--- src/rtl/cwspd_pkg.sv ---
package cwspd_pkg;

  typedef logic [3:0] bcd_t;
  typedef logic [6:0] seg_t;

  // Active-high segment pattern, bit order g,f,e,d,c,b,a.
  function automatic seg_t bcd_to_seg(input bcd_t d);
    seg_t s;
    case (d)
      4'd0: s = 7'h3F;
      4'd1: s = 7'h06;
      4'd2: s = 7'h5B;
      4'd3: s = 7'h4F;
      4'd4: s = 7'h66;
      4'd5: s = 7'h6D;
      4'd6: s = 7'h7D;
      4'd7: s = 7'h07;
      4'd8: s = 7'h7F;
      4'd9: s = 7'h6F;
      default: s = 7'h00;
    endcase
    return s;
  endfunction

endpackage

--- src/rtl/cwspd_keyin.sv ---
module cwspd_keyin #(
  parameter int SYNC_STAGES = 2,
  parameter int HOLDOFF     = 50000
) (
  input  logic clk,
  input  logic rst,
  input  logic key_n,
  output logic tap_o
);
  localparam int HW = $clog2(HOLDOFF + 1);
  localparam logic [HW-1:0] HOLD_INIT = HW'(HOLDOFF);

  logic [SYNC_STAGES-1:0] sync_q;
  logic                   key_s;
  logic                   level_q;
  logic [HW-1:0]          hold_q;

  assign key_s = sync_q[SYNC_STAGES-1];

  always_ff @(posedge clk) begin
    if (rst) sync_q <= '1;
    else     sync_q <= {sync_q[SYNC_STAGES-2:0], key_n};
  end

  // Debounced level: accepts a change only once the hold-off has run out.
  always_ff @(posedge clk) begin
    if (rst) begin
      level_q <= 1'b1;
      hold_q  <= '0;
      tap_o   <= 1'b0;
    end else begin
      tap_o <= 1'b0;
      if (hold_q != '0) begin
        hold_q <= hold_q - 1'b1;
      end else if (key_s != level_q) begin
        level_q <= key_s;
        hold_q  <= HOLD_INIT;
        tap_o   <= level_q & ~key_s;
      end
    end
  end

endmodule

--- src/rtl/cwspd_window.sv ---
module cwspd_window #(
  parameter int WINDOW_TICKS = 480
) (
  input  logic clk,
  input  logic rst,
  input  logic tick,
  output logic latch_o,
  output logic clear_o
);
  localparam int TW = $clog2(WINDOW_TICKS + 1);
  localparam logic [TW-1:0] LAST = TW'(WINDOW_TICKS - 1);

  logic [TW-1:0] tcnt_q;

  always_ff @(posedge clk) begin
    if (rst) begin
      tcnt_q  <= '0;
      latch_o <= 1'b0;
      clear_o <= 1'b0;
    end else begin
      latch_o <= 1'b0;
      clear_o <= latch_o;
      if (tick) begin
        if (tcnt_q == LAST) begin
          tcnt_q  <= '0;
          latch_o <= 1'b1;
        end else begin
          tcnt_q <= tcnt_q + 1'b1;
        end
      end
    end
  end

endmodule

--- src/rtl/cwspd_tally.sv ---
module cwspd_tally
  import cwspd_pkg::*;
(
  input  logic clk,
  input  logic rst,
  input  logic tap,
  input  logic latch,
  input  logic clear,
  output bcd_t units_o,
  output bcd_t tens_o
);
  logic carry_q;

  always_ff @(posedge clk) begin
    if (rst) begin
      units_o <= '0;
      tens_o  <= '0;
      carry_q <= 1'b0;
    end else if (clear) begin
      // New window starts with any press parked during latch or clear.
      units_o <= {3'b000, carry_q} + {3'b000, tap};
      tens_o  <= '0;
      carry_q <= 1'b0;
    end else begin
      if (latch) carry_q <= tap;
      if (tap && !latch) begin
        if (units_o == 4'd9) begin
          if (tens_o != 4'd9) begin
            units_o <= '0;
            tens_o  <= tens_o + 4'd1;
          end
        end else begin
          units_o <= units_o + 4'd1;
        end
      end
    end
  end

endmodule

--- src/rtl/cwspd_disp.sv ---
module cwspd_disp
  import cwspd_pkg::*;
#(
  parameter int DIGITS = 2
) (
  input  logic                clk,
  input  logic                rst,
  input  logic                latch,
  input  logic [4*DIGITS-1:0] cnt_i,
  output logic [4*DIGITS-1:0] digit_o,
  output logic [7*DIGITS-1:0] seg_o
);
  for (genvar i = 0; i < DIGITS; i++) begin : g_dig
    always_ff @(posedge clk) begin
      if (rst) begin
        digit_o[4*i +: 4] <= '0;
        seg_o[7*i +: 7]   <= bcd_to_seg(4'd0);
      end else if (latch) begin
        digit_o[4*i +: 4] <= cnt_i[4*i +: 4];
        seg_o[7*i +: 7]   <= bcd_to_seg(cnt_i[4*i +: 4]);
      end
    end
  end

endmodule

--- src/rtl/tap_speedometer.sv ---
module tap_speedometer
  import cwspd_pkg::*;
#(
  parameter int WINDOW_TICKS = 480,
  parameter int HOLDOFF      = 50000,
  parameter int SYNC_STAGES  = 2
) (
  input  logic       clk,
  input  logic       rst,
  input  logic       tick,
  input  logic       key_n,
  output logic [3:0] units_o,
  output logic [3:0] tens_o,
  output logic [6:0] seg_units_o,
  output logic [6:0] seg_tens_o
);
  logic tap;
  logic latch_p;
  logic clear_p;
  bcd_t cnt_units;
  bcd_t cnt_tens;

  cwspd_keyin #(.SYNC_STAGES(SYNC_STAGES), .HOLDOFF(HOLDOFF)) u_keyin (
    .clk(clk), .rst(rst), .key_n(key_n), .tap_o(tap)
  );

  cwspd_window #(.WINDOW_TICKS(WINDOW_TICKS)) u_window (
    .clk(clk), .rst(rst), .tick(tick), .latch_o(latch_p), .clear_o(clear_p)
  );

  cwspd_tally u_tally (
    .clk(clk), .rst(rst), .tap(tap), .latch(latch_p), .clear(clear_p),
    .units_o(cnt_units), .tens_o(cnt_tens)
  );

  cwspd_disp #(.DIGITS(2)) u_disp (
    .clk(clk), .rst(rst), .latch(latch_p),
    .cnt_i({cnt_tens, cnt_units}),
    .digit_o({tens_o, units_o}),
    .seg_o({seg_tens_o, seg_units_o})
  );

endmodule

--- config.mk ---
export PLATFORM = sky130hd
export DESIGN_NAME = tap_speedometer
export DESIGN_NICKNAME = d
export VERILOG_FILES = /design/src/rtl/cwspd_pkg.sv /design/src/rtl/cwspd_keyin.sv /design/src/rtl/cwspd_window.sv /design/src/rtl/cwspd_tally.sv /design/src/rtl/cwspd_disp.sv /design/src/rtl/tap_speedometer.sv
export SDC_FILE = /design/constraint.sdc
export NUM_CORES = 1
export LEC_CHECK = 0
export CAP_MARGIN = 20
export CORE_MARGIN = 4
export CORE_UTILIZATION = 60
export DETAILED_ROUTE_END_ITERATION = 10
export PLACE_DENSITY = 0.82
export SLEW_MARGIN = 20
export SYNTH_ARGS = -nofsm -noshare
export SYNTH_HDL_FRONTEND = slang
export SYNTH_SLANG_ARGS = --single-unit
--- constraint.sdc ---
create_clock -name clk -period 4.6 [get_ports clk]
set_input_delay 0.92 -clock clk [delete_from_list [all_inputs] [get_ports clk]]
set_output_delay 0.92 -clock clk [all_outputs]
set_load 0.01 [all_outputs]
Word level (Yosys, flattened, before mapping)
Memories as Yosys holds them, arrays and structs flattened. A register that Yosys moved wholly into a read port is not among the register bits. Index checks and enable logic that the tools add are counted.

Flip-flop bits (word level): 48. Bits in read-only memories: 224. Input port bits: 4. Memories: 2.

Add/subtract/negate cells: 5. Equal/unequal tests: 5. Mux-type cells: 8. Bitwise logic cells: 5. Reductions and logical operators: 11.

Memory list: (name not given) (depth 16, bits a word 7, read ports 1, clocked after Yosys merged registers in 1, wr ports 0, line cwspd_pkg.sv:9) `case (d)`; (name not given) (depth 16, bits a word 7, read ports 1, clocked after Yosys merged registers in 1, wr ports 0, line cwspd_pkg.sv:9).

Operator list (count): 16-bit 2-to-1 mux (2); 4-bit 2-to-1 mux (4); 16-bit nonzero test (1); 16-bit by 1-bit subtractor with 16-bit output, second input constant (1); 9-bit by 1-bit adder with 9-bit output, second input constant (1); 9-bit == test, second input constant (1); 9-bit 2-to-1 mux (1); 4-bit by 1-bit adder with 4-bit output, second input constant (2); 4-bit == test, second input constant (1); 4-bit inequality test, second input constant (1); 1-bit NOT (4); 2-bit AND reduction (2); 2-bit nonzero test (2); 2-bit OR reduction (2); 3-bit inequality test, second input constant (1); 3-bit AND reduction (1); 3-bit OR reduction (1); 1-bit by 1-bit adder with 2-bit output (1); 1-bit AND (1); 1-bit logical AND (1); 1-bit logical NOT (1); 1-bit 2-to-1 mux (1); 1-bit inequality test (1).

Longest topological paths before layout
Gate-level depths: netlist of run 1.

Depth in word-level cells: 5. Mapped depth: 7. Mapped depth without buffers: 6.

Modules after synthesis
Synthesis of run 1 repeated with hierarchy kept, for this count alone.

Cell total of the unflattened synthesis: 348. Area total of the unflattened synthesis: 3200.6 sq um.

By module, submodules not included: cwspd_disp (times used 1, cells an instance 128, area each 1156.1 sq um); cwspd_keyin (times used 1, cells an instance 113, area each 1043.5 sq um); cwspd_tally (times used 1, cells an instance 56, area each 526.8 sq um); cwspd_window (times used 1, cells an instance 51, area each 474.2 sq um).

Worst setup path before layout of run 1
OpenSTA, ideal clock, no wires.

Kind: register to register. From: register u_keyin.sync_q[1]. To: register u_keyin.hold_q[14]. Setup time: 0.091 ns. Arrival time: 2.067 ns. Data required time: 4.509 ns. Setup slack: 2.442 ns. Stages on the path, launching flop included: 7. Clock period less this slack: 2.158 ns. Path through: dfxtp_1 -> inv_1 -> ha_1 -> or4b_2 -> nor4_1 -> a311oi_1 -> a311oi_1.

Word-level cells in the longest chain between the ends: 2.

RTL lines: start, declared (line cwspd_keyin.sv:13) `logic [SYNC_STAGES-1:0] sync_q;`; start signal, assigned (line cwspd_keyin.sv:22) `else sync_q <= {sync_q[SYNC_STAGES-2:0], key_n};`; 1-bit inequality test (line cwspd_keyin.sv:35) `end else if (key_s != level_q) begin`; 2-bit nonzero test (no line); end signal, assigned (line cwspd_keyin.sv:34) `hold_q <= hold_q - 1'b1;`; end, declared (line cwspd_keyin.sv:16) `logic [HW-1:0] hold_q;`.

No other way between the ends. A chain may end at the register's enable or synchronous reset.

Worst setup path in the final report of run 1
From: register u_keyin.sync_q[1]. To: register u_keyin.hold_q[4].

The elaborated chain is that of the path after synthesis.

==> results of run 1 <==
worst max-delay path, cell delays in order (launching register included):
cell and delay [ps]:
dfxtp_1 330, inv_1 40, ha_1 320, or4b_2 610
nor4_1 700, a211oi_1 90, a211oi_1 280
layer usage:
layer / track usage / part of all wire / up-vias
li1: - / - / 1233
met1: 0.228 / 0.47 / 1121
met2: 0.329 / 0.46 / 34
met3: 0.0459 / 0.038 / 15
met4: 0.119 / 0.023 / 0
met5: 0 / 0 / -
final cells by class:
type,instances,area [um2],share of cell area
multi-input combinational,240,1640,0.474
sequential,62,1240,0.359
timing repair buffer,28,273,0.0790
clock buffer,14,163,0.0471
tap,67,83.8,0.0243
inverter,14,52.6,0.0152
clock inverter,1,5.00,0.00145
stage by stage:
stage,cell area (um2),hold slack (ps),util,cells
finish,3450,415,0.722,426
detailed placement,3290,398,0.687,411
floorplan,3000,389,-,332
global route,3450,443,0.722,426
global placement,3290,409,0.687,411
CTS,3450,417,0.722,426
logic make-up after synthesis:
group	after synthesis	share of synthesized area
simple gates	126	0.227
buf+inv	30	0.0405
fa+ha+maj	20	0.0835
compound gates	67	0.147
flops	62	0.414
xor+xnor	11	0.0321
mux	16	0.0555
sequential cells by signal (all words and copies together) (netlist names), 2 cells and up:
signal	cells
u_window.tcnt_q	9
u_tally.tens_o	4
u_keyin.sync_q	2
u_disp.seg_o	14
u_keyin.hold_q	16
u_disp.digit_o	8
u_tally.units_o	4
layout by cell type (no fill, tap or decap), types with 2 or more instances in the layout:
cell	n
a311oi_1	6
o31ai_1	2
nand3b_1	8
nand2_1	23
nor3_1	5
xor2_1	3
nand4_1	4
o221ai_1	3
o311ai_0	2
inv_1	14
or2_2	4
nand3_1	7
nor2b_1	4
buf_4	3
a22oi_1	2
or4_1	4
a21oi_1	18
and3b_1	2
nor2_1	35
nor3b_1	3
dfxtp_1	62
xnor2_1	8
o21ai_0	16
nand2b_1	9
or3_1	3
o21bai_1	2
clkdlybuf4s50_1	25
ha_1	20
nor4_1	6
a211oi_1	7
a41oi_1	4
mux2i_1	11
clkbuf_8	11
clkbuf_1	3
mux2_2	5
power by group:
part	switching [mW]	total [mW]	internal [mW]
combinational	0.270	0.491	0.221
clock	0.199	0.421	0.222
sequential	0.0754	0.687	0.612
worst paths after layout:
path	startpoint	to	depth (start not counted)
worst min register to register	u_keyin.sync_q[0]	u_keyin.sync_q[1]	1
worst min-delay path	u_keyin.sync_q[0]	u_keyin.sync_q[1]	1
worst max register to register	u_keyin.sync_q[1]	u_keyin.hold_q[4]	6
worst max-delay path	u_keyin.sync_q[1]	u_keyin.hold_q[4]	6
==> results.env, run 1 <==
IOPINCOUNT=26
GRT_UTIL_ALL_LAYERS=0.197
KIND_OF_LAUNCH_POINT_OF_THE_WORST_SETUP_PATH='flip-flop'
YS.FLOP_TYPE='dfxtp_1'
WORST-SLEW-PIN-TRANSITION_PS=906
PLACE_CONGESTION=0.731
DESIGN.FINAL.NETS=379
YOSYSSEQAREASHARE=0.414
POWER.TOTAL_mW=1.60
PLACEMENTROWS=25
DETAIL_ROUTE.ITER0.VIOLATIONS=108
VIAS=2403
SETUP_VIOL=0
STATIC-LEAKAGE-POWER_nW=1.28
MAXSLEWVIOLCOUNT=0
AVGSYNTHCELLAREA_UM2=9.03
CLOCK_LATENCY_PS=340
LARGEST_NET_DEGREE_AT_THE_START_OF_GLOBAL_ROUTING=29
REMAINING_ROUTING_DRC_VIOLATIONS=0
RSZ_0062_RAISED_AFTER_GLOBAL_ROUTING='false'
CP.ARRIVAL_PS=2700
SYNTH.NET_COUNT=356
CTS_HOLD_BUFFERS=0
GRT_FIRST_PASS_WIRELENGTH_MM=9.79
CTSRESIZECOUNT=0
MAX_SLEW_MARGIN=0.390
HOLD_VIOLATIONS=0
ACHIEVABLE-FREQUENCY_MHz=407
CLOCK_TREE.HTREE_LEVEL_COUNT=3
SYN_INST=332
HOLD_PATH_CLASS='reg2reg'
POST_SYNTH_MAIN_AREA_CONTRIBUTORS='dfxtp_1 (41%), ha_1 (8.3%), nor2_1 (4.4%)'
YS_FF_LATCH=62
CRITPATHMAXFANOUT=6
CRITICAL_PATH_CLASS='reg2reg'
WORST-R2R-SETUP-SLACK_PS=2140
ANTENNA_FOUND_INITIAL=0
DETAILEDPLACEMENTHPWL_MM=3.74
NETLIST_AREA_UM2=3000
POST_SYNTH_MOST_FREQUENT_CELLS='dfxtp_1 (62), nor2_1 (35), nand2_1 (23), ha_1 (20), a21oi_1 (18)'
PRE_CTS_SLACK_PS=2020
DRTANTENNAVIOLNETS=0
YOSYS.CELL_COUNT.TOP_TYPE='dfxtp_1'
CAP_VIOLATIONS=0
POST_DRT_WL_PER_CELL_UM=13.2
TRITONCTS.NUM_BUFFERS=9
CRITPATHREQUIREDTIME_PS=4840
TIMING.CRITICAL_PATH.TO_TYPE='flip-flop'
P_PER_AREA_nW_PER_UM2=463
INITIAL_CORE_UTIL=0.626
VIA_COUNT_OF_THE_FIRST_GLOBAL_ROUTING_PASS=2246
DRIVE_GT1_FRAC=0.0836
POST-CTS-SETUP-BUFFER-COUNT=0
VIASPERCELL=5.64
TOTALNEGATIVESETUPSLACK_PS=0
SYNTH_WARNINGS=0
SYNTH.DISTINCT_CELLS=49
NUMBER_OF_BUFFERS_BETWEEN_CLOCK_ROOT_AND_THE_DEEPEST_SINK=2
DIE_WIDTH_UM=78.7
LAYOUT-AREA-OVERHEAD-VS-SYNTH_PCT=15.2
IR_WORST_VDD_mV=0.458
DESIGN.CORE.AREA_UM2=4790
STATUS='complete, no violations'
POSTLAYOUTSETUPSLACKWORST_PS=2140
DIE_H_UM=78.7
SYNTH.LARGEST_AREA_CELL='dfxtp_1'
ANTENNA_CELLS=0
CTS.SINK_COUNT=62
TOTAL_ROUTED_WIRELENGTH_MM=5.62
FINAL_MIN_PERIOD_OVER_CLOCK_PERIOD=0.535
DESIGN.DIE.AREA_UM2=6190
FIRSTDRTPASSITERS=4
GR-TOTAL-OVERFLOW=0
MINIMUM_PERIOD_IMPLIED_BY_THE_FINAL_WORST_SETUP_SLACK_PS=2460
SYNTH_LARGEST_TYPE_AREA_FRACTION=0.414
CLOCKROOTBUFFER='clkbuf_8'
FIN_WORST_SKEW_PS=6.37
PORT_BUFFERS=25
YS_ASYNC_SR_FRACTION=0
CTS_TREE='yes'
NUMBER_OF_SYNTHESIZED_FLOPS_WITH_AN_ENABLE_PIN=0
N_FILL_CELL=391
CLKTRANSATPATHREGS_PS=60
Power figures use the tool's default switching activity.
==> run 2, diff against run 1 <==
--- a/config.mk
+++ b/config.mk
@@ -7,9 +7,9 @@
 export LEC_CHECK = 0
 export CAP_MARGIN = 20
 export CORE_MARGIN = 4
-export CORE_UTILIZATION = 60
+export CORE_UTILIZATION = 57
 export DETAILED_ROUTE_END_ITERATION = 10
-export PLACE_DENSITY = 0.82
+export PLACE_DENSITY = 0.79
 export SLEW_MARGIN = 20
 export SYNTH_ARGS = -nofsm -noshare
 export SYNTH_HDL_FRONTEND = slang
==> constraint.sdc (replaced) <==
create_clock -name clk -period 2.5 [get_ports clk]
set_input_delay 0.5 -clock clk [delete_from_list [all_inputs] [get_ports clk]]
set_output_delay 0.5 -clock clk [all_outputs]
set_load 0.01 [all_outputs]
==> run 2 against run 1 <==
Compared with the run above:
- design area increased by 1.6%
- die area is 4.7% higher
- global-route usage grew 0.58 points
- first-iteration DRC count grew 44%
- via count is 1.6% higher
- core utilization fell by 3.5 points
- worst setup slack got worse by 1800 ps
- sequential cell count is the same
- total power up 89%
- wire length is 6.3% higher
- clock skew is 1.5 ps higher
- register-to-register slack got worse by 1800 ps
- critical endpoint is now u_tally.units_o[3]
- largest power group unchanged
- highest routed layer unchanged
==> results.env, run 2 (synthesized netlist as in run 1, its figures left out) <==
STATUS='complete, no violations'
PART_OF_THE_TOTAL_POWER_DISSIPATED_IN_THE_CLOCK_NETWORK=0.260
CRITPATHREQUIREDTIME_PS=2750
P_PER_AREA_nW_PER_UM2=862
TIMING.CRITICAL_PATH.CELLS='inv_1 > ha_1 > and3b_1 > nor3b_1 > a41oi_1 > a311oi_1'
POWER.SWITCHING_FRACTION=0.342
SWITCHINGPOWER_mW=1.04
PLACEMENTROWS=26
GRT_UTIL_ALL_LAYERS=0.203
N_FILL_CELL=423
FINAL_CELL_AREA_UM2=3510
STATIC-LEAKAGE-POWER_nW=1.31
COMBINATIONALPOWERSHARE=0.321
DRTANTENNAVIOLNETS=0
FIRSTDRTPASSITERS=4
CTS_HOLD_BUFFERS=0
TOTALNEGATIVESETUPSLACK_PS=0
POST-CTS-SETUP-BUFFER-COUNT=0
SEQUENTIALPOWERSHARE=0.419
CLOCKROOTBUFFER='clkbuf_8'
HOLD_PATH_CLASS='reg2reg'
WORST-SLEW-PIN-TRANSITION_PS=576
CTS.SINK_COUNT=62
TIMING.CRITICAL_PATH.TO_TYPE='flip-flop'
DESIGN.CORE.AREA_UM2=5110
LAYOUT-AREA-OVERHEAD-VS-SYNTH_PCT=17.0
GRT_FIRST_PASS_WIRELENGTH_MM=10.2
TIMING.CRITICAL_PATH.MAX_DELAY_FAMILY='simple AND/OR/NAND/NOR gates'
KIND_OF_LAUNCH_POINT_OF_THE_WORST_SETUP_PATH='flip-flop'
LARGEST-REGISTER='u_keyin.hold_q'
INITIAL_CORE_UTIL=0.587
DIE_H_UM=80.5
DESIGN.FINAL.NETS=385
CRITPATHMAXFANOUT=9
REG_TOP3='u_keyin.hold_q x16, u_disp.seg_o x14, u_window.tcnt_q x9'
NUMBER_OF_BUFFERS_BETWEEN_CLOCK_ROOT_AND_THE_DEEPEST_SINK=2
SETUP_VIOL=0
PLACEDINSTANCEAREA_UM2=3330
FINAL_MIN_PERIOD_OVER_CLOCK_PERIOD=0.876
MAX_SLEW_MARGIN=0.615
DETAILEDPLACEMENTHPWL_MM=4.15
DESIGN.DIE.AREA_UM2=6480
PLACE_CONGESTION=0.791
POWER.TOTAL_mW=3.02
HOLD_VIOLATIONS=0
WORSTPATHBUFFERINVERTERCOUNT=1
DETAIL_ROUTE.ITER0.VIOLATIONS=155
MOST-COMMON-LAYOUT-CELLS='dfxtp_1 (62), nor2_1 (35), clkdlybuf4s50_1 (25), nand2_1 (23), ha_1 (20)'
CP.ARRIVAL_PS=2440
CAP_VIOLATIONS=0
CRITICAL_PATH_CLASS='reg2reg'
TOTAL_ROUTED_WIRELENGTH_MM=5.97
POSTLAYOUTSETUPSLACKWORST_PS=310
FIN_WORST_SKEW_PS=7.83
LARGEST_REGISTER_FF_COUNT=16
LARGEST_NET_DEGREE_AT_THE_START_OF_GLOBAL_ROUTING=14
ACHIEVABLE-FREQUENCY_MHz=457
IOPINCOUNT=26
GR-TOTAL-OVERFLOW=0
INTERNAL-POWER_mW=1.99
LAYOUT_COMMONEST_CELL='dfxtp_1'
CLKTRANSATPATHREGS_PS=70
VIAS=2442
CLOCK_TREE.HTREE_LEVEL_COUNT=3
REMAINING_ROUTING_DRC_VIOLATIONS=0
VIA_COUNT_OF_THE_FIRST_GLOBAL_ROUTING_PASS=2307
PORT_BUFFERS=25
ANTENNA_CELLS=0
ANTENNA_FOUND_INITIAL=0
MAXSLEWVIOLCOUNT=0
FIN_HOLD_WS_PS=415
TRITONCTS.NUM_BUFFERS=9
DRIVE_GT1_FRAC=0.107
CLOCK_LATENCY_PS=340
CRITPATHMAXSTAGEDELAY_PS=530
POST_DRT_WL_PER_CELL_UM=13.7
PRE_CTS_SLACK_PS=324
MINIMUM_PERIOD_IMPLIED_BY_THE_FINAL_WORST_SETUP_SLACK_PS=2190
IR_WORST_VDD_mV=0.879
CTS_TREE='yes'
VIASPERCELL=5.61
RSZ_0062_RAISED_AFTER_GLOBAL_ROUTING='false'
CRITICAL-PATH-SLOWEST-CELL='dfxtp_1'
DIE_WIDTH_UM=80.5
CTSRESIZECOUNT=0
-- run 2: cell types whose count changed in the layout (fill, tap and decap cells not counted), sizes merged --
cell	before	now
clkbuf	14	11
buf	3	9
clkinv	1	3
clkinvlp	0	1
-- run 2: area by class of cell --
cell class | count | area (um2) | share of cell area
Multi-Input combinational cell | 240 | 1640 | 0.466
Sequential cell | 62 | 1240 | 0.354
Timing Repair Buffer | 34 | 318 | 0.0906
Clock buffer | 11 | 151 | 0.0432
Tap cell | 70 | 87.6 | 0.0250
Inverter | 14 | 52.6 | 0.0150
Clock inverter | 4 | 22.5 | 0.00642
-- run 2: layer usage --
metal  track usage  wire length (um)  share of wire  vias up
met4        0.0861                78          0.013        0
met1         0.242              2790           0.47     1160
li1              -                 -              -     1238
met3        0.0706               241          0.040        7
met5             0                 0              0        -
met2         0.330              2860           0.48       37
-- run 2: worst paths after layout --
kind	from	endpoint	slack, ps	depth (start not counted)
max reg2reg	u_tally.units_o[1]	u_tally.units_o[3]	310	6
min reg2reg	u_keyin.sync_q[0]	u_keyin.sync_q[1]	410	1
max	u_tally.units_o[1]	u_tally.units_o[3]	310	6
min	u_keyin.sync_q[0]	u_keyin.sync_q[1]	410	1
-- run 2: metrics by stage --
step / util / instances
2_1_floorplan: - / 332
4_1_cts: 0.687 / 435
6_report: 0.687 / 435
3_3_place_gp: 0.653 / 420
5_1_grt: 0.687 / 435
3_5_place_dp: 0.653 / 420
-- run 2: power groups by stage --
stage                     Clock, mW  Combinational (mW)  Sequential, mW
after global placement            0               0.945            1.28
after floorplan                   0               0.801            1.25
after CTS                     0.808               0.969            1.26
after global routing          0.856                1.08            1.29
final                         0.787               0.971            1.27
after detailed placement          0               0.964            1.28
